### config.mk
export PLATFORM = sky130hd
export DESIGN_NAME = fault_entry_unit
export DESIGN_NICKNAME = d
export VERILOG_FILES = /design/src/rtl/fault_entry_unit.sv
export SDC_FILE = /design/constraint.sdc
export NUM_CORES = 1
export LEC_CHECK = 0
export BUFFER_PORTS_ARGS = -buffer_cell sky130_fd_sc_hd__buf_2
export CORE_MARGIN = 1
export CORE_UTILIZATION = 41
export DETAILED_ROUTE_END_ITERATION = 8
export PLACE_DENSITY = 0.87
export SYNTH_ARGS = -nofsm -noshare
export SYNTH_HDL_FRONTEND = slang
export SYNTH_SLANG_ARGS = --single-unit
### constraint.sdc
create_clock -name clk -period 2.5 [get_ports clk]
set_clock_uncertainty 0.15 [all_clocks]
set_input_delay 0.25 -clock clk [delete_from_list [all_inputs] [get_ports clk]]
set_output_delay 0.25 -clock clk [all_outputs]
set_load 0.005 [all_outputs]
### src/rtl/fault_entry_unit.sv
module fault_entry_unit #(
  parameter logic [31:0] VEC_BASE = 32'h0000_0000
) (
  input  logic        clk,
  input  logic        rst_n,
  input  logic        insn_valid,
  input  logic [1:0]  insn_kind,
  input  logic        insn_priv,
  input  logic        cp_priv_chk,
  input  logic [31:0] insn_pc,
  input  logic [15:0] sr_in,
  input  logic [31:0] ssp_in,
  output logic        busy,
  output logic        stk_we,
  output logic [31:0] stk_addr,
  output logic [15:0] stk_wdata,
  output logic        vec_re,
  output logic [31:0] vec_addr,
  input  logic [31:0] vec_rdata,
  output logic        pc_load,
  output logic [31:0] pc_new,
  output logic [15:0] sr_new,
  output logic [31:0] ssp_new
);
  localparam int SBIT = 13;

  typedef enum logic [2:0] {
    ST_IDLE, ST_FMT, ST_PCL, ST_PCH, ST_SR, ST_FETCH, ST_LOAD
  } st_t;

  st_t         st;
  logic [31:0] sp_q, pc_q;
  logic [15:0] sr_q;
  logic [7:0]  vec_q, vec_d;
  logic        user, fault;

  assign user  = !sr_in[SBIT];
  assign fault = insn_valid && (insn_kind != 2'd0 || (user && (insn_priv || cp_priv_chk)));

  always_comb
    case (insn_kind)
      2'd1:    vec_d = 8'd4;
      2'd2:    vec_d = 8'd10;
      2'd3:    vec_d = 8'd11;
      default: vec_d = 8'd8;
    endcase

  always_ff @(posedge clk)
    if (!rst_n) begin
      st    <= ST_IDLE;
      sp_q  <= '0;
      pc_q  <= '0;
      sr_q  <= '0;
      vec_q <= '0;
    end else begin
      case (st)
        ST_IDLE:
          if (fault) begin
            st    <= ST_FMT;
            sp_q  <= ssp_in;
            pc_q  <= insn_pc;
            sr_q  <= sr_in;
            vec_q <= vec_d;
          end
        ST_FMT:   begin st <= ST_PCL;   sp_q <= stk_addr; end
        ST_PCL:   begin st <= ST_PCH;   sp_q <= stk_addr; end
        ST_PCH:   begin st <= ST_SR;    sp_q <= stk_addr; end
        ST_SR:    begin st <= ST_FETCH; sp_q <= stk_addr; end
        ST_FETCH: st <= ST_LOAD;
        default:  st <= ST_IDLE;
      endcase
    end

  assign busy     = st != ST_IDLE;
  assign stk_we   = st == ST_FMT || st == ST_PCL || st == ST_PCH || st == ST_SR;
  assign stk_addr = sp_q - 32'd2;

  always_comb
    case (st)
      ST_FMT:  stk_wdata = {4'h0, 2'b00, vec_q, 2'b00};
      ST_PCL:  stk_wdata = pc_q[15:0];
      ST_PCH:  stk_wdata = pc_q[31:16];
      ST_SR:   stk_wdata = sr_q;
      default: stk_wdata = '0;
    endcase

  assign vec_re   = st == ST_FETCH;
  assign vec_addr = VEC_BASE + {22'd0, vec_q, 2'b00};
  assign pc_load  = st == ST_LOAD;
  assign pc_new   = pc_load ? vec_rdata : '0;
  assign sr_new   = {2'b00, 1'b1, sr_q[12:0]};
  assign ssp_new  = sp_q;


  load_in_busy_chk: assert property (@(posedge clk) disable iff (!rst_n)
    pc_load |-> busy);


  idle_no_write_chk: assert property (@(posedge clk) disable iff (!rst_n)
    !busy |-> !stk_we && !vec_re && !pc_load);


  sp_step_chk: assert property (@(posedge clk) disable iff (!rst_n)
    stk_we && $past(stk_we) |-> stk_addr == $past(stk_addr) - 32'd2);


  fetch_then_load_chk: assert property (@(posedge clk) disable iff (!rst_n)
    pc_load |-> $past(vec_re));


  one_strobe_chk: assert property (@(posedge clk) disable iff (!rst_n)
    $onehot0({stk_we, vec_re, pc_load}));


  frame_stable_chk: assert property (@(posedge clk) disable iff (!rst_n)
    busy && $past(busy) |-> $stable(vec_addr));
endmodule

==> results.json <==
{
  "status": "complete, but fails checks",
  "violations": "negative setup slack",
  "root_buffer": "clkbuf_16",
  "coreArea_sq_mm": 0.0126,
  "wirelength_um": 19100,
  "critPathMaxFanout": 11,
  "yosys_warnings": 0,
  "relSlewSlack": 0.509,
  "syn-cell-area_sq_mm": 0.00526,
  "antenna_left": 0,
  "clk_latency_ns": 0.36,
  "critPathRequiredTime_ns": 2.10,
  "synthMuxAreaShare": 0.0604,
  "worstHoldPathType": "in2reg",
  "wire_per_inst_um": 16.4,
  "grt_pass1_wl_um": 28000,
  "ys_seq_area_frac": 0.331,
  "dp_cells": 1097,
  "cp_slowest_cell": "or4_4",
  "grt_overflow": 0,
  "crit_buf_inv": 2,
  "synthCells": 707,
  "vias": 6331,
  "finalNetCount": 1109,
  "synthFlopType": "dfxtp_1",
  "place_area_sq_mm": 0.00665,
  "drv_cap": 0,
  "port-buffer-count": 251,
  "synth_top_family_by_area": "simple AND/OR/NAND/NOR gates",
  "cts_buffers": 9,
  "dp_slack_ns": 0.0248,
  "synth_common_cells": "nand2_1 (149), dfxtp_1 (87), a21oi_1 (75)",
  "drc": 0,
  "cts_tree": "built",
  "reg2reg_setup_slack_ns": 0.23,
  "avgSynthCellArea_sq_um": 7.44,
  "clock-sinks": 87,
  "layout-drive-gt1-share": 0.379,
  "place_congestion": 0.894,
  "fin_tns_setup_ns": -1.02,
  "leakage_uw": 0.00368,
  "hold_viol": 0,
  "antenna_found_initial": 1,
  "slowest_delay_ns": 0.59,
  "areaGrowthSynthToFinish_pct": 46.2,
  "clk_pin_slew_ns": 0.06,
  "synthXorXnorAreaFrac": 0.0450,
  "yosys.area.top_type_share": 0.331,
  "synth_cell_type_count": 60,
  "powerDensity_mw_per_mm2": 657,
  "synth_fa_ha_area_frac": 0.00428,
  "viasPerCell": 5.43,
  "drv_slew": 0,
  "fin_crit_sh": 1.05,
  "grt_use_total": 0.273,
  "period_needed_ns": 2.62,
  "cp-start-kind": "register",
  "synth_top_area_cell": "dfxtp_1",
  "rsz0062_at_grt": "yes",
  "die_w_um": 115,
  "critPathKind": "reg2out",
  "grt_max_degree": 61,
  "vdd_drop_max_mv": 0.414,
  "critPathTopFamily": "simple AND/OR/NAND/NOR gates",
  "setup_ws_ns": -0.118,
  "max_freq_mhz": 382,
  "ys_ff_latch": 87,
  "finalInstanceArea_sq_mm": 0.00769,
  "synth_compound_area_frac": 0.194,
  "cts_max_level": 3,
  "critical_path_arrival_ns": 2.22,
  "tightest_slew_ns": 0.729,
  "die_h_um": 115,
  "design.die.area_sq_mm": 0.0133,
  "initial_core_util": 0.418,
  "cp-end-kind": "primary output",
  "synth.most_common_cell": "nand2_1",
  "crit_chain": "or4_4 > nor4_4 > buf_12 > nand4b_1 > xnor2_1 > buf_2",
  "synthTopCellsByArea": "dfxtp_1 (33%), nand2_1 (11%), a21oi_1 (7.1%)",
  "dr.pass1.iters": 5,
  "synth-async-reset-ratio": 0,
  "ios": 283,
  "row_count": 41,
  "synth-edff-count": 0,
  "grt_pass1_vias": 5705,
  "fin_cells": 1165,
  "dp_hpwl_um": 12000,
  "first_iter_violations": 609,
  "cts_buffer_depth": 2,
  "setup_violations": 18,
  "synth-simple-area-share": 0.250,
  "antennaDiodeCount": 0
}
what timing repair did:
item,in CTS,in global routing
pin swaps,10,12
setup buffers,7,8
hold buffers,37,1
resized for setup,31,25
hold endpoints to repair,37,1
cloned,0,0
endpoints found under the setup margin,23,29
tightest hold or removal path, stage by stage:
cell and delay [ns]:
buf_2 0.09, nand2_1 0.05, a21oi_1 0.06
worst paths after layout:
check | from | to | cells after the start
max | ssp_new[1]$_SDFFE_PN0P_ | stk_addr[22] | 6
max reg2reg | ssp_new[13]$_SDFFE_PN0P_ | ssp_new[20]$_SDFFE_PN0P_ | 6
min reg2reg | pc_q[3]$_SDFFE_PN0P_ | pc_q[3]$_SDFFE_PN0P_ | 2
min | sr_in[9] | sr_q[9]$_SDFFE_PN0P_ | 3
layer usage:
metal | up-vias | track usage | share of wire
li1 | 2914 | - | -
met1 | 2902 | 0.317 | 0.38
met2 | 438 | 0.464 | 0.50
met3 | 75 | 0.0701 | 0.088
met4 | 2 | 0.141 | 0.039
met5 | - | 0 | 0.00042
sequential cells by signal, summed over array words and instances, names as in the netlist:
register	flops
pc_q	32
st	3
sr_q	16
vec_q	4
ssp_new	32
cell families after synthesis:
kind of cell | after synthesis
xor+xnor | 27
flops | 87
mux | 31
buf+inv | 110
other cells | 2
compound gates | 168
simple gates | 280
fa+ha+maj | 2
stage by stage:
stage	utilization	hold slack [ns]	power, uW
6_report	0.612	0.0106	5050
5_1_grt	0.612	0.00147	5290
4_1_cts	0.598	0.00105	4880
3_5_place_dp	0.529	0.296	3320
3_3_place_gp	0.529	0.289	3280
2_1_floorplan	-	0.236	2680
report_power, final:
group / switching, uW / leakage, uW / internal (uW) / total [uW]
Sequential: 159 / 0.000716 / 1540 / 1690
Clock: 583 / 0.000146 / 802 / 1380
Combinational: 1080 / 0.00282 / 896 / 1970
Total: 1820 / 0.00368 / 3230 / 5050
cell type report:
cell class / instances / area (sq um)
Timing Repair Buffer: 344 / 2120
Inverter: 8 / 33.8
Tap cell: 172 / 215
Clock inverter: 4 / 56.3
Multi-Input combinational cell: 539 / 3270
Clock buffer: 11 / 243
Fill cell: 1012 / 4880
Sequential cell: 87 / 1750
layout by cell type, fill, tap and decap left out, types with 5 or more instances in the layout:
master / netlist / routed
xnor2_1: 19 / 12
nand4_1: 6 / 6
a31oi_1: 7 / 7
o21a_1: 5 / 5
a21oi_1: 75 / 74
dfxtp_1: 87 / 82
nor2_1: 30 / 25
and2_1: 33 / 33
dlygate4sd3_1: 0 / 38
buf_4: 45 / 47
xor2_1: 8 / 7
nor3_1: 13 / 10
nor4_1: 8 / 6
a22oi_1: 10 / 10
nand2_1: 149 / 144
buf_2: 7 / 251
nand3_1: 13 / 11
mux2i_1: 25 / 25
o21ai_0: 36 / 36
dfxtp_2: 0 / 5
mux2_2: 6 / 6
clkbuf_16: 0 / 9
nor2_4: 0 / 5
conb_1: 2 / 31
o211a_1: 7 / 7
xnor2_2: 0 / 7
No activity file was read; power rests on OpenSTA's default activity.
